==> src/rtl/csr_sync_pkg.sv <==
package csr_sync_pkg;
  localparam int ADDR_W = 4;
  localparam int DW     = 32;
  localparam logic [ADDR_W-1:0] A_HDR       = 4'd0;
  localparam logic [ADDR_W-1:0] A_OPTS      = 4'd1;
  localparam logic [ADDR_W-1:0] A_MAP       = 4'd2;
  localparam logic [ADDR_W-1:0] A_BW        = 4'd3;
  localparam logic [ADDR_W-1:0] A_CHHI      = 4'd4;
  localparam logic [ADDR_W-1:0] A_CHLO      = 4'd5;
  localparam logic [ADDR_W-1:0] A_BW_INIT   = 4'd6;
  localparam logic [ADDR_W-1:0] A_CHHI_INIT = 4'd7;
  localparam logic [ADDR_W-1:0] A_CHLO_INIT = 4'd8;
  localparam int GUARD_BASE = 9;
  localparam int N_GUARD    = 5;
endpackage

==> src/rtl/rom_shadow.sv <==
module rom_shadow
  import csr_sync_pkg::*;
(
  input  logic              clk,
  input  logic              rst,
  input  logic              bus_reset,
  input  logic              link_en,
  input  logic              image_ok,
  input  logic              wr_en,
  input  logic [ADDR_W-1:0] addr,
  input  logic [DW-1:0]     wdata,
  input  logic [DW-1:0]     fetched_hdr,
  input  logic [DW-1:0]     fetched_opts,
  output logic [DW-1:0]     hdr_q,
  output logic [DW-1:0]     opts_q,
  output logic [DW-1:0]     map_q,
  output logic              armed_q
);
  logic [DW-1:0] shadow_q;
  logic          map_wr;
  logic          apply;

  assign map_wr = wr_en && (addr == A_MAP) && link_en && image_ok;
  assign apply  = bus_reset && armed_q;

  always_ff @(posedge clk) begin
    if (rst) begin
      hdr_q    <= '0;
      opts_q   <= '0;
      map_q    <= '0;
      shadow_q <= '0;
      armed_q  <= 1'b0;
    end else begin
      if (apply) begin
        hdr_q  <= fetched_hdr;
        opts_q <= fetched_opts;
        map_q  <= shadow_q;
      end else if (wr_en && !link_en) begin
        if (addr == A_HDR)  hdr_q  <= wdata;
        if (addr == A_OPTS) opts_q <= wdata;
      end
      if (map_wr) begin
        shadow_q <= wdata;
        armed_q  <= 1'b1;
      end else if (bus_reset) begin
        armed_q  <= 1'b0;
      end
    end
  end
endmodule

==> src/rtl/irm_regs.sv <==
module irm_regs
  import csr_sync_pkg::*;
#(
  parameter int             BW_W       = 13,
  parameter logic [BW_W-1:0] BW_DEFAULT = 13'h1333,
  parameter logic [DW-1:0]   CH_DEFAULT = 32'hFFFF_FFFF
) (
  input  logic              clk,
  input  logic              rst,
  input  logic              bus_reset,
  input  logic              wr_en,
  input  logic [ADDR_W-1:0] addr,
  input  logic [DW-1:0]     wdata,
  output logic [BW_W-1:0]   bw_q,
  output logic [DW-1:0]     chhi_q,
  output logic [DW-1:0]     chlo_q,
  output logic [BW_W-1:0]   bw_init_q,
  output logic [DW-1:0]     chhi_init_q,
  output logic [DW-1:0]     chlo_init_q
);
  always_ff @(posedge clk) begin
    if (rst) begin
      bw_q        <= BW_DEFAULT;
      chhi_q      <= CH_DEFAULT;
      chlo_q      <= CH_DEFAULT;
      bw_init_q   <= BW_DEFAULT;
      chhi_init_q <= CH_DEFAULT;
      chlo_init_q <= CH_DEFAULT;
    end else begin
      if (wr_en && addr == A_BW_INIT)   bw_init_q   <= wdata[BW_W-1:0];
      if (wr_en && addr == A_CHHI_INIT) chhi_init_q <= wdata;
      if (wr_en && addr == A_CHLO_INIT) chlo_init_q <= wdata;
      if (bus_reset) begin
        bw_q   <= bw_init_q;
        chhi_q <= chhi_init_q;
        chlo_q <= chlo_init_q;
      end else if (wr_en) begin
        if (addr == A_BW)   bw_q   <= wdata[BW_W-1:0];
        if (addr == A_CHHI) chhi_q <= wdata;
        if (addr == A_CHLO) chlo_q <= wdata;
      end
    end
  end
endmodule

==> src/rtl/guard_regs.sv <==
module guard_regs
  import csr_sync_pkg::*;
(
  input  logic                       clk,
  input  logic                       rst,
  input  logic                       reset_evt,
  input  logic                       wr_en,
  input  logic [ADDR_W-1:0]          addr,
  input  logic [DW-1:0]              wdata,
  output logic [N_GUARD-1:0][DW-1:0] guard_q
);
  for (genvar i = 0; i < N_GUARD; i++) begin : g_reg
    localparam logic [ADDR_W-1:0] MY_ADDR = ADDR_W'(GUARD_BASE + i);
    always_ff @(posedge clk) begin
      if (rst)
        guard_q[i] <= '0;
      else if (wr_en && !reset_evt && addr == MY_ADDR)
        guard_q[i] <= wdata;
    end
  end
endmodule

==> src/rtl/read_pipe.sv <==
module read_pipe
  import csr_sync_pkg::*;
#(
  parameter int RD_LAT = 2
) (
  input  logic          clk,
  input  logic          rst,
  input  logic          bus_reset,
  input  logic          rd_en,
  input  logic [DW-1:0] rd_word,
  output logic          rd_valid,
  output logic [DW-1:0] rdata
);
  logic [RD_LAT-1:0]         vld_q;
  logic [RD_LAT-1:0][DW-1:0] dat_q;

  always_ff @(posedge clk) begin
    if (rst || bus_reset) vld_q[0] <= 1'b0;
    else                  vld_q[0] <= rd_en;
    dat_q[0] <= rd_word;
  end

  for (genvar s = 1; s < RD_LAT; s++) begin : g_stage
    always_ff @(posedge clk) begin
      if (rst || bus_reset) vld_q[s] <= 1'b0;
      else                  vld_q[s] <= vld_q[s-1];
      dat_q[s] <= dat_q[s-1];
    end
  end

  assign rd_valid = vld_q[RD_LAT-1];
  assign rdata    = dat_q[RD_LAT-1];
endmodule

==> src/rtl/cfgrom_sync_csr.sv <==
module cfgrom_sync_csr
  import csr_sync_pkg::*;
#(
  parameter int              RD_LAT     = 2,
  parameter int              BW_W       = 13,
  parameter logic [BW_W-1:0] BW_DEFAULT = 13'h1333,
  parameter logic [DW-1:0]   CH_DEFAULT = 32'hFFFF_FFFF
) (
  input  logic        clk,
  input  logic        rst,
  input  logic        bus_reset,
  input  logic        reset_evt,
  input  logic        link_en,
  input  logic        image_ok,
  input  logic        wr_en,
  input  logic        rd_en,
  input  logic [3:0]  addr,
  input  logic [31:0] wdata,
  input  logic [31:0] fetched_hdr,
  input  logic [31:0] fetched_opts,
  output logic        rd_valid,
  output logic [31:0] rdata
);
  logic [DW-1:0]              hdr_q, opts_q, map_q;
  logic                       armed_q;
  logic [BW_W-1:0]            bw_q, bw_init_q;
  logic [DW-1:0]              chhi_q, chlo_q, chhi_init_q, chlo_init_q;
  logic [N_GUARD-1:0][DW-1:0] guard_q;
  logic [DW-1:0]              rd_word;

  rom_shadow u_rom (
    .clk, .rst, .bus_reset, .link_en, .image_ok, .wr_en, .addr, .wdata,
    .fetched_hdr, .fetched_opts,
    .hdr_q, .opts_q, .map_q, .armed_q
  );

  irm_regs #(.BW_W(BW_W), .BW_DEFAULT(BW_DEFAULT), .CH_DEFAULT(CH_DEFAULT)) u_irm (
    .clk, .rst, .bus_reset, .wr_en, .addr, .wdata,
    .bw_q, .chhi_q, .chlo_q, .bw_init_q, .chhi_init_q, .chlo_init_q
  );

  guard_regs u_guard (
    .clk, .rst, .reset_evt, .wr_en, .addr, .wdata, .guard_q
  );

  always_comb begin
    rd_word = '0;
    case (addr)
      A_HDR:       rd_word = hdr_q;
      A_OPTS:      rd_word = opts_q;
      A_MAP:       rd_word = map_q;
      A_BW:        rd_word = {{(DW-BW_W){1'b0}}, bw_q};
      A_CHHI:      rd_word = chhi_q;
      A_CHLO:      rd_word = chlo_q;
      A_BW_INIT:   rd_word = {{(DW-BW_W){1'b0}}, bw_init_q};
      A_CHHI_INIT: rd_word = chhi_init_q;
      A_CHLO_INIT: rd_word = chlo_init_q;
      default: begin
        for (int g = 0; g < N_GUARD; g++)
          if (addr == ADDR_W'(GUARD_BASE + g)) rd_word = guard_q[g];
      end
    endcase
  end

  read_pipe #(.RD_LAT(RD_LAT)) u_rd (
    .clk, .rst, .bus_reset, .rd_en, .rd_word, .rd_valid, .rdata
  );
endmodule

==> config.mk <==
export PLATFORM = sky130hd
export DESIGN_NAME = cfgrom_sync_csr
export DESIGN_NICKNAME = d
export VERILOG_FILES = /design/src/rtl/csr_sync_pkg.sv /design/src/rtl/rom_shadow.sv /design/src/rtl/irm_regs.sv /design/src/rtl/guard_regs.sv /design/src/rtl/read_pipe.sv /design/src/rtl/cfgrom_sync_csr.sv
export SDC_FILE = /design/constraint.sdc
export NUM_CORES = 1
export LEC_CHECK = 0
export ABC_AREA = 1
export BUFFER_PORTS_ARGS = -buffer_cell sky130_fd_sc_hd__buf_4
export CORE_MARGIN = 8
export CORE_UTILIZATION = 35
export CTS_CLUSTER_SIZE = 20
export DETAILED_ROUTE_END_ITERATION = 8
export GPL_ROUTABILITY_DRIVEN = 0
export PLACE_DENSITY = 0.54
export RECOVER_POWER = 50
export SLEW_MARGIN = 20
export SYNTH_ARGS = -nofsm -noshare
export SYNTH_HDL_FRONTEND = slang
export SYNTH_SLANG_ARGS = --single-unit
==> constraint.sdc <==
create_clock -name clk -period 1.2 [get_ports clk]
set_input_delay 0.06 -clock clk [delete_from_list [all_inputs] [get_ports clk]]
set_output_delay 0.06 -clock clk [all_outputs]
set_load 0.1 [all_outputs]
==> key figures <==
Outcome
  • Status: finished with violations
  • Failing checks: setup timing

Setup path
  • R2R Path Start: u_rom.armed_q$_SDFFE_PP0P_
  • CP cell instances: nand2_8 > buf_16 > nand2_8 > buf_16 > nand2_1 > a21oi_2
  • Crit path capture type: register
  • CP max stage delay: between 0.3 and 0.4 ns
  • Worst EP arrival: about 1.8 ns
  • Cell depth of the worst flop-to-flop path: 6
  • Number of buffers and inverters on the critical path: 2
  • Max stage delay cell, worst path: dfxtp_4
  • Worst path top cell family by delay: buffers and inverters
  • WP data required: 1.69 ns
  • Reg-to-reg slack, setup: -0.08 ns
  • CP max FO: 8
  • Crit path kind: reg2reg
  • R2R Path End: u_rom.hdr_q[3]$_SDFFE_PP0P_
  • Crit path launch type: register

Synth
  • Post-synthesis instance total: a little under 3,000
  • Synth area leader: dfxtp_1
  • Syn Area/Cell: between 7 and 8 sq um
  • Netlist cell types: 22
  • Yosys reg bits: slightly above 500
  • Mapped cell area: approximately 0.021 sq mm
  • Post-synthesis sequential area ratio: about half
  • Syn Nets: around 3,000
  • Post-synth top area share: slightly below 50%
  • Synth top area cells: dfxtp_1 (48%), nand2_1 (14%), a21oi_1 (8.0%)
  • Ys Warns: 0

Routing
  • Routed wire length: just over 80,000 um
  • Wire per inst: 20.5 um
  • Drt pass-1 iters: 5
  • Vias: ~21,000
  • DR vias/cell: roughly 5.3
  • Drt drc: 0
  • Iter 0 DRT Violations: between 1,500 and 2,000
  • Number of routed nets with antenna violations: 0

Floorplanning
  • IO Pins: between 100 and 150
  • Core area: about 0.060 sq mm
  • Die H: around 260 um
  • Row Count: 90
  • Starting density of the core: 35.2%
  • Full die area: approximately 0.069 sq mm
  • Die span in x: 262 um

Timing
  • Setup TNS: -2.45 ns
  • Tcrit/Tclk final: 107%
  • Setup violators final: 66
  • Worst Tran Pin Value: ~0.56 ns
  • Fin crit period: ~1.3 ns
  • Setup ws final: -0.0795 ns
  • Final hold violation count: 0
  • Max-slew headroom at the worst pin: 62.7%
  • RSZ-0062 raised after global routing: true
  • Slew Viols, Final: 0
  • Setup Skew: 0.0221 ns
  • FMAX: between 700 and 800 MHz

Global route
  • Largest net degree at the start of global routing: between 50 and 60
  • Number of global-route vias before repair: slightly above 20,000
  • Total track usage: between 20% and 30%
  • GRT Residual Overflow: 0
  • Initial antenna violation count: 2
  • First-pass GRT wire length: approximately 130,000 um

Layout
  • Multi-input logic area: slightly below 0.01 sq mm
  • Post-route insts no fill: 4,045
  • Fillers: just under 6,000
  • Max reg flops: 160
  • Area growth from synthesis to layout: 36.3%
  • Final #Nets: around 3,300
  • Fraction of layout cells with a size suffix above 1: around 20%
  • Register bank with the most flops: u_guard.guard_q
  • FF/Latch Area: about 0.010 sq mm

Clock network
  • Reg clk slew, reported paths: about 0.06 ns
  • CTS Buf Count: 55
  • H-tree depth: 2
  • CTS tree: yes
  • Clock Latency Late Sink: 0.62 ns
  • Clk buf depth: 3
  • CTS Root Cell: clkbuf_16
  • TritonCTS sink count: 509

Worst hold path
  • Worst Hold Endpoint: u_irm.bw_q[0]$_SDFFE_PP1P_
  • WHS Path Cells: 4
  • Hold Startpoint: bus_reset
  • Worst min-delay path class: in2reg

Placement
  • Dpl hpwl: approximately 55,000 um
  • PortBufs: between 100 and 150
  • Cell count after placement: 3,826

Power and ir drop
  • Power density over the cells: 1440 mW/mm^2
  • Internal power component: about 0.031 W
  • Clock power share: 45.5%
  • VDD IR-drop max: between 1 and 1.5 mV
  • Leak Pwr: between 10 and 15 nW
  • Sw frac: between 20% and 30%
  • Flop pwr share: a little over two fifths
  • Combinational share of power: roughly 12%
  • Switch Pwr: between 0.01 and 0.015 W

Job
  • Maxcap violations: 0
-- worst max-delay path by stage --
stage | start | to | slack [ns] | depth (start not counted)
4_1_cts | u_rom.armed_q$_SDFFE_PP0P_ | u_rom.hdr_q[8]$_SDFFE_PP0P_ | -0.05 | 6
3_3_place_gp | addr[2] | u_irm.chhi_q[5]$_SDFFE_PP1P_ | -0.42 | 10
6_report | u_rom.armed_q$_SDFFE_PP0P_ | u_rom.hdr_q[3]$_SDFFE_PP0P_ | -0.08 | 6
3_5_place_dp | addr[2] | u_irm.chhi_q[24]$_SDFFE_PP1P_ | -0.41 | 10
2_1_floorplan | rst | u_irm.chlo_q[10]$_SDFFE_PP1P_ | 0.01 | 6
5_1_grt | u_rom.armed_q$_SDFFE_PP0P_ | u_rom.hdr_q[3]$_SDFFE_PP0P_ | -0.12 | 6
-- power by group through the flow --
stage | Clock, W | Combinational, W | Sequential (W)
floorplan | 0 | 0.00247 | 0.0180
global placement | 0 | 0.00414 | 0.0181
detailed placement | 0 | 0.00417 | 0.0181
CTS | 0.0192 | 0.00476 | 0.0178
global route | 0.0199 | 0.00508 | 0.0179
finish | 0.0189 | 0.00482 | 0.0179
-- synth_stat cells, drive strengths merged --
library cell,n
nor2,249
nand4,51
nand3,271
nand2,806
inv,127
dfxtp,509
o21ai,166
a21oi,341
clkbuf,141
a21boi,6
buf,109
nor3,1
o211ai,142
clkinv,2
-- layout make-up --
type,count,share of cell area (%)
tap,782,3.39
clock inverter,28,1.44
timing repair buffer,488,18.2
sequential,509,35.5
inverter,129,1.75
antenna,1,0.00868
clock buffer,75,5.63
multi-input combinational,2033,34.1
-- worst register-to-register path: stages (launching register included) --
cell     delay [ns]
dfxtp_4        0.36
nand2_8        0.12
buf_16         0.20
nand2_8        0.14
buf_16         0.21
nand2_1        0.10
a21oi_2        0.05
-- stage by stage --
step	worst slack [ns]	power, W	utilization, %	area [sq um]	hold WS, ns
2_1_floorplan	0.0103	0.0205	-	21200	0.172
3_3_place_gp	-0.423	0.0223	41.1	24700	0.288
3_5_place_dp	-0.411	0.0223	41.1	24700	0.299
4_1_cts	-0.0526	0.0418	47.6	28600	0.00575
5_1_grt	-0.125	0.0429	48.0	28800	0.0401
6_report	-0.0795	0.0416	48.0	28800	0.0325
-- cells by family after synthesis --
family / count (synthesis) / synth area share, %
buffers and inverters: 379 / 7.71
DFF: 509 / 48.2
AOI/OAI and AO/OA: 655 / 17.3
and+or+nand+nor: 1378 / 26.9
-- routing by layer --
metal	wire length [um]	share of wire, %	track usage [%]	vias to the layer above
met5	13	0.016	0	-
met4	2480	3.0	7.50	2
met3	5870	7.1	3.57	169
met2	38300	46	38.3	809
met1	36200	44	31.7	10136
li1	-	-	-	10282
-- timing repair --
| action | 4_1_cts | 5_1_grt |
|---|---|---|
| setup buffers | 4 | 5 |
| setup endpoints to repair | 106 | 116 |
| hold buffers | 98 | 0 |
| pin swaps | 6 | 10 |
| endpoints found under the hold margin | 324 | 0 |
| gates cloned | 6 | 3 |
| gates resized for setup | 204 | 114 |
-- placed cells by master, fill, tap and decap left out, types with 6 or more instances in the layout --
cell / Yosys / final
a21boi_0: 6 / 6
nand2_4: 0 / 9
o21ai_2: 0 / 8
dlygate4sd3_1: 0 / 98
clkbuf_8: 0 / 13
inv_1: 123 / 123
a21oi_2: 1 / 29
buf_4: 33 / 260
buf_16: 0 / 7
clkbuf_4: 0 / 7
nor2_2: 7 / 15
bufinv_16: 0 / 10
clkbuf_2: 0 / 6
dfxtp_1: 509 / 475
o21ai_0: 162 / 153
nand2_1: 805 / 726
clkbuf_1: 141 / 7
a21oi_1: 340 / 311
clkbuf_16: 0 / 60
buf_12: 0 / 87
nand3_1: 271 / 269
nor2_1: 240 / 227
buf_6: 0 / 15
o211ai_1: 142 / 142
nand4_1: 51 / 51
nor2_4: 2 / 7
nand2_2: 1 / 68
dfxtp_2: 0 / 33
clkinv_2: 0 / 13
(Power assumes the default switching activity.)
